==> src/rtl/fsg_pkg.sv <==
package fsg_pkg;
  localparam int unsigned FSG_N_W = 24;
  localparam int unsigned FSG_M_W = 8;

  typedef enum logic [1:0] {
    STEP_IDLE  = 2'd0,
    STEP_ACCUM = 2'd1,
    STEP_WRAP  = 2'd2,
    STEP_SAT   = 2'd3
  } step_e;
endpackage

==> src/rtl/frac_cfg_reg.sv <==
module frac_cfg_reg #(
  parameter int unsigned N_W = fsg_pkg::FSG_N_W,
  parameter int unsigned M_W = fsg_pkg::FSG_M_W,
  localparam int unsigned REG_W = N_W + M_W
) (
  input  logic             clk,
  input  logic             rst,
  input  logic             we,
  input  logic [REG_W-1:0] wdata,
  output logic [N_W-1:0]   n_o,
  output logic [M_W:0]     inc_o
);
  logic [N_W-1:0] n_q;
  logic [M_W-1:0] m_q;

  always_ff @(posedge clk) begin
    if (rst) begin
      n_q <= '0;
      m_q <= '0;
    end else if (we) begin
      n_q <= wdata[REG_W-1:M_W];
      m_q <= wdata[M_W-1:0];
    end
  end

  assign n_o   = n_q;
  assign inc_o = {1'b0, m_q} + {{M_W{1'b0}}, 1'b1};
endmodule

==> src/rtl/frac_step.sv <==
module frac_step #(
  parameter int unsigned N_W = fsg_pkg::FSG_N_W,
  parameter int unsigned M_W = fsg_pkg::FSG_M_W,
  localparam int unsigned ACC_W = N_W + 1
) (
  input  logic [ACC_W-1:0] acc_i,
  input  logic [N_W-1:0]   n_i,
  input  logic [M_W:0]     inc_i,
  output logic [ACC_W-1:0] acc_next_o,
  output logic             hit_o
);
  import fsg_pkg::*;

  logic [ACC_W-1:0] n_ext;
  logic [ACC_W-1:0] inc_ext;
  logic [ACC_W-1:0] sum;
  step_e            kind;

  always_comb begin
    n_ext   = {1'b0, n_i};
    inc_ext = ACC_W'(inc_i);
    sum     = acc_i + inc_ext;
    if (n_i == '0)             kind = STEP_IDLE;
    else if (n_ext <= inc_ext) kind = STEP_SAT;
    else if (sum >= n_ext)     kind = STEP_WRAP;
    else                       kind = STEP_ACCUM;
  end

  always_comb begin
    unique case (kind)
      STEP_IDLE: begin
        acc_next_o = '0;
        hit_o      = 1'b0;
      end
      STEP_SAT: begin
        acc_next_o = '0;
        hit_o      = 1'b1;
      end
      STEP_WRAP: begin
        acc_next_o = sum - n_ext;
        hit_o      = 1'b1;
      end
      default: begin
        acc_next_o = sum;
        hit_o      = 1'b0;
      end
    endcase
  end
endmodule

==> src/rtl/frac_phase_reg.sv <==
module frac_phase_reg #(
  parameter int unsigned N_W = fsg_pkg::FSG_N_W,
  parameter int unsigned M_W = fsg_pkg::FSG_M_W,
  localparam int unsigned ACC_W = N_W + 1
) (
  input  logic             clk,
  input  logic             rst,
  input  logic             load_i,
  input  logic [ACC_W-1:0] acc_next_i,
  input  logic             hit_i,
  input  logic [N_W-1:0]   n_i,
  input  logic [M_W:0]     inc_i,
  output logic [ACC_W-1:0] acc_o,
  output logic             strobe_o
);
  logic [ACC_W-1:0] acc_q;
  logic             strobe_q;

  always_ff @(posedge clk) begin
    if (rst || load_i) begin
      acc_q    <= '0;
      strobe_q <= 1'b0;
    end else begin
      acc_q    <= acc_next_i;
      strobe_q <= hit_i;
    end
  end

  assign acc_o    = acc_q;
  assign strobe_o = strobe_q;

  // Gap tracking used only by the spacing check below.
  logic [ACC_W-1:0] gap_q;
  logic [ACC_W-1:0] prev_gap_q;
  logic [1:0]       seen_q;

  always_ff @(posedge clk) begin
    if (rst || load_i) begin
      gap_q      <= '0;
      prev_gap_q <= '0;
      seen_q     <= '0;
    end else if (strobe_q) begin
      gap_q      <= {{(ACC_W-1){1'b0}}, 1'b1};
      prev_gap_q <= gap_q;
      if (seen_q != 2'd2) seen_q <= seen_q + 2'd1;
    end else begin
      gap_q <= gap_q + {{(ACC_W-1){1'b0}}, 1'b1};
    end
  end


  acc_below_n_chk: assert property (@(posedge clk) disable iff (rst)
    ((n_i != '0) && ({1'b0, n_i} > ACC_W'(inc_i))) |-> (acc_q < {1'b0, n_i}));


  load_clear_chk: assert property (@(posedge clk) disable iff (rst)
    load_i |=> ((acc_q == '0) && !strobe_q));


  zero_n_quiet_chk: assert property (@(posedge clk) disable iff (rst)
    (!load_i && (n_i == '0)) |=> !strobe_q);


  saturate_chk: assert property (@(posedge clk) disable iff (rst)
    (!load_i && (n_i != '0) && ({1'b0, n_i} <= ACC_W'(inc_i))) |=> strobe_q);


  gap_spread_chk: assert property (@(posedge clk) disable iff (rst)
    (strobe_q && (seen_q == 2'd2)) |->
      ((gap_q <= prev_gap_q + 1'b1) && (prev_gap_q <= gap_q + 1'b1)));
endmodule

==> src/rtl/frac_strobe_gen.sv <==
module frac_strobe_gen #(
  parameter int unsigned N_W = fsg_pkg::FSG_N_W,
  parameter int unsigned M_W = fsg_pkg::FSG_M_W,
  localparam int unsigned REG_W = N_W + M_W,
  localparam int unsigned ACC_W = N_W + 1
) (
  input  logic             clk,
  input  logic             rst,
  input  logic             cfg_we,
  input  logic [REG_W-1:0] cfg_wdata,
  output logic             strobe_o
);
  logic [N_W-1:0]   n_w;
  logic [M_W:0]     inc_w;
  logic [ACC_W-1:0] acc_w;
  logic [ACC_W-1:0] acc_next_w;
  logic             hit_w;

  frac_cfg_reg #(.N_W(N_W), .M_W(M_W)) u_cfg (
    .clk   (clk),
    .rst   (rst),
    .we    (cfg_we),
    .wdata (cfg_wdata),
    .n_o   (n_w),
    .inc_o (inc_w)
  );

  frac_step #(.N_W(N_W), .M_W(M_W)) u_step (
    .acc_i      (acc_w),
    .n_i        (n_w),
    .inc_i      (inc_w),
    .acc_next_o (acc_next_w),
    .hit_o      (hit_w)
  );

  frac_phase_reg #(.N_W(N_W), .M_W(M_W)) u_phase (
    .clk        (clk),
    .rst        (rst),
    .load_i     (cfg_we),
    .acc_next_i (acc_next_w),
    .hit_i      (hit_w),
    .n_i        (n_w),
    .inc_i      (inc_w),
    .acc_o      (acc_w),
    .strobe_o   (strobe_o)
  );


  acc_headroom_chk: assert property (@(posedge clk) disable iff (rst)
    (acc_w <= ({1'b0, n_w} + ACC_W'(256))));
endmodule

==> config.mk <==
export PLATFORM = sky130hd
export DESIGN_NAME = frac_strobe_gen
export DESIGN_NICKNAME = d
export VERILOG_FILES = /design/src/rtl/fsg_pkg.sv /design/src/rtl/frac_cfg_reg.sv /design/src/rtl/frac_step.sv /design/src/rtl/frac_phase_reg.sv /design/src/rtl/frac_strobe_gen.sv
export SDC_FILE = /design/constraint.sdc
export NUM_CORES = 1
export LEC_CHECK = 0
export BUFFER_PORTS_ARGS = -buffer_cell sky130_fd_sc_hd__clkbuf_2
export CORE_MARGIN = 4
export CORE_UTILIZATION = 40
export DETAILED_ROUTE_END_ITERATION = 7
export PLACE_DENSITY = 0.65
export SLEW_MARGIN = 20
export SYNTH_ARGS = -nofsm -noshare
export SYNTH_HDL_FRONTEND = slang
export SYNTH_SLANG_ARGS = --single-unit
==> constraint.sdc <==
create_clock -name clk -period 12.7 [get_ports clk]
set_clock_uncertainty 0.1 [all_clocks]
set_input_delay 0 -clock clk [delete_from_list [all_inputs] [get_ports clk]]
set_output_delay 0 -clock clk [all_outputs]
set_load 0.05 [all_outputs]
==> flow_metrics.env, run 1 <==
export IMPL_status="completed"
export IMPL_first_global_vias=4424
export IMPL_synth_top_area_share_pct=25.42
export IMPL_synth_top_family_by_area="simple AND/OR/NAND/NOR gates"
export IMPL_grt_pass1_wl_um=20730
export IMPL_cp_start_kind="register"
export IMPL_port_buffers=35
export IMPL_cts_buffer_depth=2
export IMPL_dp_cells=738
export IMPL_netSwitchingFraction_pct=47.37
export IMPL_drtAntennaViolNets=0
export IMPL_synth_largest_area_cell="dfxtp_1"
export IMPL_synth_simple_area_share_pct=20.99
export IMPL_maxCapViolCount=0
export IMPL_cts_root_buf="clkbuf_16"
export IMPL_ys_top_cells_by_count="nor2_1, dfxtp_1, nand2_1"
export IMPL_gp_congestion=0.9433
export IMPL_area_growth_pct=19.48
export IMPL_syn_nets=665
export IMPL_antenna_cells=0
export IMPL_period_minus_slack_ns=5.465
export IMPL_die_h_um=114.9
export IMPL_synth_cell_type_count=59
export IMPL_place_ws_ns=7.204
export IMPL_rsz0062_at_grt="false"
export IMPL_synth_edff_count=0
export IMPL_p_per_area_nw_per_um2=245.3
export IMPL_clk_pin_slew_worst_paths_ns=0.05
export IMPL_rows=38
export IMPL_intPower_mw=0.7045
export IMPL_ys_async_sr_fraction_pct=0
export IMPL_final_util_pct=49.68
export IMPL_setup_viol_count_final=0
export IMPL_grt_max_degree=34
export IMPL_p_sw_mw=0.6341
export IMPL_dr_pass1_iters=5
export IMPL_htree_levels=3
export IMPL_end_kind="register"
export IMPL_drive_gt1_share_pct=10.68
export IMPL_clock_latency_ns=0.33
export IMPL_path_max_fanout=24
export IMPL_via_count=4323
export IMPL_worst_ep_arrival_time_ns=5.59
export IMPL_top_level_ports=36
export IMPL_post_route_period_util_pct=43.03
export IMPL_post_cts_buffers=0
export IMPL_final_cells=786
export IMPL_synthXorXnorAreaFrac_pct=6.521
export IMPL_synthCells=584
export IMPL_yosys_warnings=0
export IMPL_grt_antenna_before_repair=0
export IMPL_ys_seq_area_share_pct=25.42
export IMPL_worst_slack_ns=7.235
export IMPL_grt_remaining_overflow=0
export IMPL_cts_sinks=58
export IMPL_final_nets=722
export IMPL_drt_iter0_markers=260
export IMPL_fmax_mhz=183.0
export IMPL_setup_tns_ns=0
export IMPL_drc=0
export IMPL_hold_path_class="input pin to register"
export IMPL_hold_viol=0
export IMPL_crit_required_ns=12.83
export IMPL_fin_area_um2=5456
export IMPL_synth_compound_area_share_pct=20.93
export IMPL_muxShareOfSynthArea_pct=7.014
export IMPL_die_area_um2=13190
export IMPL_die_w_um=114.9
export IMPL_drt_wl_total_um=12290
export IMPL_dp_hpwl_um=9260
export IMPL_fillers=1049
export IMPL_track_usage_pct=19.39
export IMPL_wl_per_cell_um=15.64
export IMPL_synth_ff_type="dfxtp_1"
export IMPL_path_class="register to register"
export IMPL_seqPwrFrac_pct=18.7
export IMPL_synth_area_um2=4567
export IMPL_syn_mean_instance_area_um2=7.820
export IMPL_cts_buffers=9
export IMPL_p_leak_nw=2.413
export IMPL_start_util_pct=41.58
export IMPL_synth_fa_ha_area_share_pct=12.93
export IMPL_vdd_drop_max_mv=0.2834
export IMPL_maxSlewHeadroom_pct=30.00
export IMPL_synth_most_common_cell="nor2_1"
export IMPL_tritoncts="done"
export IMPL_synthTopCellsByArea="dfxtp_1, ha_1, mux2i_1"
export IMPL_core_area_um2=10980
export IMPL_tightestPinTransition_ns=1.050
export IMPL_whs_ns=0.1895
export IMPL_postPlaceCellArea_um2=4833
export IMPL_clkPwrFrac_pct=17.4
export IMPL_combPwrFrac_pct=64.0
export IMPL_ys_ff_latch=58
export IMPL_via_per_inst=5.500
export IMPL_p_total_mw=1.339
export IMPL_report_final_slew_viol_count=0
-- cells in the final DEF, fill, tap and decap left out, drive strengths merged, types with 11 or more instances in the layout --
| master | instances |
|---|---|
| a21o | 11 |
| a21oi | 41 |
| clkbuf | 47 |
| dfxtp | 58 |
| dlygate4sd3 | 32 |
| ha | 44 |
| inv | 51 |
| mux2i | 32 |
| nand2 | 52 |
| nand3 | 23 |
| nor2 | 61 |
| o21a | 15 |
| o21ai | 20 |
| xnor2 | 24 |
-- power groups by stage --
stage	logic, mW	clock network, mW	registers, mW
after global placement	0.817	0	0.252
after detailed placement	0.824	0	0.253
final	0.856	0.232	0.250
after CTS	0.840	0.236	0.250
after global routing	0.957	0.245	0.254
after floorplan	0.657	0	0.248
-- cell type report --
| class | instances | area [µm²] | area share, % |
|---|---|---|---|
| Timing Repair Buffer | 68 | 503.0 | 9.218 |
| Multi-Input combinational cell | 453 | 3134 | 57.44 |
| Clock buffer | 12 | 266.5 | 4.884 |
| Clock inverter | 4 | 25.02 | 0.4586 |
| Sequential cell | 58 | 1161 | 21.28 |
| Tap cell | 140 | 175.2 | 3.210 |
| Inverter | 51 | 191.4 | 3.508 |
-- worst paths after layout --
| path | cells past startpoint | slack [ns] | from | to |
|---|---|---|---|---|
| hold reg to reg | 2 | 0.43 | u_cfg.n_o[13] | u_cfg.n_o[13] |
| setup reg to reg | 20 | 7.23 | u_cfg.m_q[0] | u_phase.acc_o[11] |
| hold / removal | 2 | 0.19 | rst | u_cfg.n_o[8] |
| setup / recovery | 20 | 7.23 | u_cfg.m_q[0] | u_phase.acc_o[11] |
-- cells by family after synthesis --
group                    Yosys count
AO/OA/AOI/OAI                    141
XOR/XNOR                          34
adder cells (fa/ha/maj)           46
buffers and inverters             73
flip-flops                        58
multiplexers                      32
AND/OR/NAND/NOR                  200
-- routing by layer --
| metal | share of wire, % | GRT usage (%) | vias up |
|---|---|---|---|
| li1 | - | - | 2208 |
| met1 | 44 | 23.24 | 2004 |
| met2 | 49 | 34.22 | 81 |
| met3 | 3.4 | 3.632 | 30 |
| met4 | 3.0 | 7.433 | 0 |
| met5 | 0 | 0 | - |
-- sequential cells by signal, summed over array words and instances (netlist names) --
register	cells
u_cfg.m_q	8
u_phase.strobe_o	1
u_phase.acc_o	25
u_cfg.n_o	24
-- critical path, stage by stage, from the launching register on --
cell	delay, ns
dfxtp_1	0.39
ha_1	0.20
nand3_1	0.12
nor2_1	0.20
xor2_1	0.32
ha_1	0.24
nand2_1	0.06
o21ai_0	0.25
nand2_1	0.18
o211ai_1	0.33
nand2_1	0.11
xor2_1	0.19
inv_1	0.07
ha_1	0.41
nand3_2	0.16
or3_1	0.37
nor4_1	0.42
a31oi_1	0.21
o2111a_2	0.38
or4_1	0.56
o311ai_1	0.08
-- repair_timing --
| item | 4_1_cts | 5_1_grt |
|---|---|---|
| hold buffers | 32 | 0 |
| gates resized for setup | 0 | 0 |
| hold endpoints to repair | 32 | 0 |
No activity file was read; power rests on OpenSTA's default activity.
==> inputs of run 2 (changes only) <==
--- a/config.mk
+++ b/config.mk
@@ -5,6 +5,7 @@
 export SDC_FILE = /design/constraint.sdc
 export NUM_CORES = 1
 export LEC_CHECK = 0
+export ABC_AREA = 1
 export BUFFER_PORTS_ARGS = -buffer_cell sky130_fd_sc_hd__clkbuf_2
 export CORE_MARGIN = 4
 export CORE_UTILIZATION = 40
==> constraint.sdc (replaced) <==
create_clock -name clk -period 5.1 [get_ports clk]
set_clock_uncertainty 0.1 [all_clocks]
set_input_delay 0 -clock clk [delete_from_list [all_inputs] [get_ports clk]]
set_output_delay 0 -clock clk [all_outputs]
set_load 0.05 [all_outputs]
==> run 2 against run 1 <==
  * Non-clock buffer count increased by 5
  * Die area increased by 18%
  * Critical path depth rose by 6
  * Final cell count up 40%
  * Utilization is 1.6 points lower
  * Sequential power rose to 2.5 times the previous value
  * Combinational power grew to 2.9 times the previous value
  * Register-to-register slack got worse by 6.8 ns
==> flow_metrics.env, run 2 <==
export IMPL_crit_required_ns=5.26
export IMPL_final_cells=1101
export IMPL_grt_pass1_wl_um=26130
export IMPL_synth_most_common_cell="nand2_1"
export IMPL_path_class="register to register"
export IMPL_clock_latency_ns=0.34
export IMPL_tritoncts="done"
export IMPL_regToRegEndpoint="u_phase.acc_o[0]"
export IMPL_slowest_stage="dfxtp_1"
export IMPL_cp_start_kind="register"
export IMPL_setup_tns_ns=0
export IMPL_track_usage_pct=20.48
export IMPL_area_growth_pct=17.36
export IMPL_fmax_mhz=214.9
export IMPL_cts_sinks=58
export IMPL_synth_area_um2=5449
export IMPL_syn_mean_instance_area_um2=6.351
export IMPL_path_common_cell="nand2_1"
export IMPL_drc=0
export IMPL_p_leak_nw=3.170
export IMPL_fillers=1375
export IMPL_core_area_um2=13300
export IMPL_cts_buffer_depth=2
export IMPL_synth_ff_type="dfxtp_1"
export IMPL_synth_edff_count=0
export IMPL_status="completed"
export IMPL_top_level_ports=36
export IMPL_drt_wl_total_um=15890
export IMPL_start_util_pct=40.98
export IMPL_synth_largest_area_cell="dfxtp_1"
export IMPL_synth_top_area_share_pct=21.31
export IMPL_grt_busiest_layer="met2"
export IMPL_report_final_slew_viol_count=0
export IMPL_cts_root_buf="clkbuf_16"
export IMPL_critPathMaxStageDelay_ns=0.37
export IMPL_maxCapViolCount=0
export IMPL_path_max_fanout=13
export IMPL_wl_per_cell_um=14.44
export IMPL_largest_reg_flops=25
export IMPL_hold_viol=0
export IMPL_rrSetupSlack_ns=0.45
export IMPL_cts_buffers=9
export IMPL_die_h_um=124.7
export IMPL_gp_congestion=0.9234
export IMPL_syn_nets=939
export IMPL_period_minus_slack_ns=4.653
export IMPL_met2_usage_pct=33.14
export IMPL_first_global_vias=5386
export IMPL_mostFrequentLayoutCell="nand2_1"
export IMPL_reg2reg_from="u_cfg.m_q[0]"
export IMPL_vdd_drop_max_mv=0.3645
export IMPL_p_per_area_nw_per_um2=572.2
export IMPL_dp_cells=1047
export IMPL_die_area_um2=15550
export IMPL_clk_pin_slew_worst_paths_ns=0.05
export IMPL_final_nets=1001
export IMPL_synthTopCellsByArea="dfxtp_1, nand2_1, ha_1"
export IMPL_drt_iter0_markers=239
export IMPL_setup_viol_count_final=0
export IMPL_die_w_um=124.7
export IMPL_end_kind="register"
export IMPL_htree_levels=3
export IMPL_grt_antenna_before_repair=0
export IMPL_ys_seq_area_share_pct=21.31
export IMPL_synth_cell_type_count=38
export IMPL_ys_top_cells_by_count="nand2_1, inv_1, nor2_1"
export IMPL_post_cts_buffers=0
export IMPL_hold_path_class="input pin to register"
export IMPL_drtAntennaViolNets=0
export IMPL_tightestPinTransition_ns=1.107
export IMPL_yosys_warnings=0
export IMPL_rows=42
export IMPL_hold_path_end="u_cfg.m_q[1]"
export IMPL_dr_pass1_iters=5
export IMPL_worst_ep_arrival_time_ns=4.81
export IMPL_dp_hpwl_um=12490
export IMPL_drive_gt1_share_pct=10.81
export IMPL_via_count=5693
export IMPL_synthCells=858
export IMPL_use_met3_pct=2.273
export IMPL_reg2reg_depth=26
export IMPL_rsz0062_at_grt="false"
export IMPL_ys_ff_latch=58
export IMPL_maxSlewHeadroom_pct=26.22
export IMPL_grt_max_degree=60
export IMPL_post_route_period_util_pct=91.23
export IMPL_min_from="rst"
export IMPL_via_per_inst=5.171
export IMPL_ys_async_sr_fraction_pct=0
export IMPL_antenna_cells=0
export IMPL_mostFrequentLayoutCells="nand2_1, inv_1, nor2_1"
export IMPL_met1_usage_pct=27.39
export IMPL_min_path_cells=2
export IMPL_grt_remaining_overflow=0
export IMPL_port_buffers=35
run 2: how the worst max path moves through the flow:
| stage | from | to | slack, ns | cells after the start |
|---|---|---|---|---|
| after floorplan | u_cfg.m_q[0] | u_phase.acc_o[10] | 1.38 | 28 |
| after global placement | u_cfg.m_q[1] | u_phase.acc_o[22] | 0.49 | 26 |
| after detailed placement | u_cfg.m_q[0] | u_phase.acc_o[3] | 0.40 | 26 |
| after CTS | u_cfg.m_q[0] | u_phase.acc_o[9] | 0.32 | 26 |
| after global routing | u_cfg.m_q[2] | u_phase.acc_o[5] | 0.02 | 26 |
| final | u_cfg.m_q[0] | u_phase.acc_o[0] | 0.45 | 26 |
run 2: where the power goes:
group          leakage [nW]  total, mW  switching, mW  internal [mW]
clock network         0.131      0.558          0.217          0.341
logic                  2.56       2.47           1.57          0.897
registers             0.477      0.632         0.0814          0.551
run 2: kinds of logic (layout without fill, tap and decap cells):
kind of cell             after synthesis  after routing  synth area share, %
adder cells (fa/ha/maj)               46             46                10.84
buffers and inverters                151            217                11.00
flip-flops                            58             58                21.31
AND/OR/NAND/NOR                      463            464                39.82
XOR/XNOR                              29             29                4.661
AO/OA/AOI/OAI                        111            111                12.38
run 2: worst max-delay path, delay by kind of cell (launching register included):
kind                       cells  cell delay, ns
and+or+nand+nor               18            2.64
adders and majority gates      3            0.78
DFF                            1            0.37
xor gates and xnor gates       1            0.31
buffers and inverters          3            0.19
AOI/OAI and AO/OA              1            0.19
run 2: per-layer routing:
metal,vias to the layer above,routed length [µm]
li1,2960,-
met1,2575,7549
met2,125,7200
met3,33,606
met4,0,537
met5,-,0
run 2: metrics by stage:
step                hold slack, ns  power [mW]  area (µm²)  utilization (%)  setup WS (ns)
global route                0.2748       4.013        6395            48.10        0.02174
finish                      0.2251       3.659        6395            48.10         0.4471
global placement            0.1442       2.976        5733            43.12         0.4862
detailed placement          0.1496       2.982        5733            43.12         0.3971
floorplan                  0.04045       2.547        5449                -          1.377
CTS                         0.2178       3.577        6384            48.01         0.3200
run 2: final cells by class:
| type | instances | area [µm²] | area share [%] |
|---|---|---|---|
| inverters | 128 | 480.5 | 7.513 |
| clock inverters | 6 | 41.29 | 0.6457 |
| clock buffers | 10 | 239.0 | 3.737 |
| multi-input cells | 650 | 3700 | 57.86 |
| well taps | 176 | 220.2 | 3.444 |
| flip-flops and latches | 58 | 1161 | 18.16 |
| repair buffers | 73 | 553.0 | 8.648 |
run 2: what timing repair did:
action | 4_1_cts | 5_1_grt
resized for setup | 0 | 2
setup endpoints to repair | 0 | 25
hold buffers | 37 | 0
endpoints found under the hold margin | 32 | 0
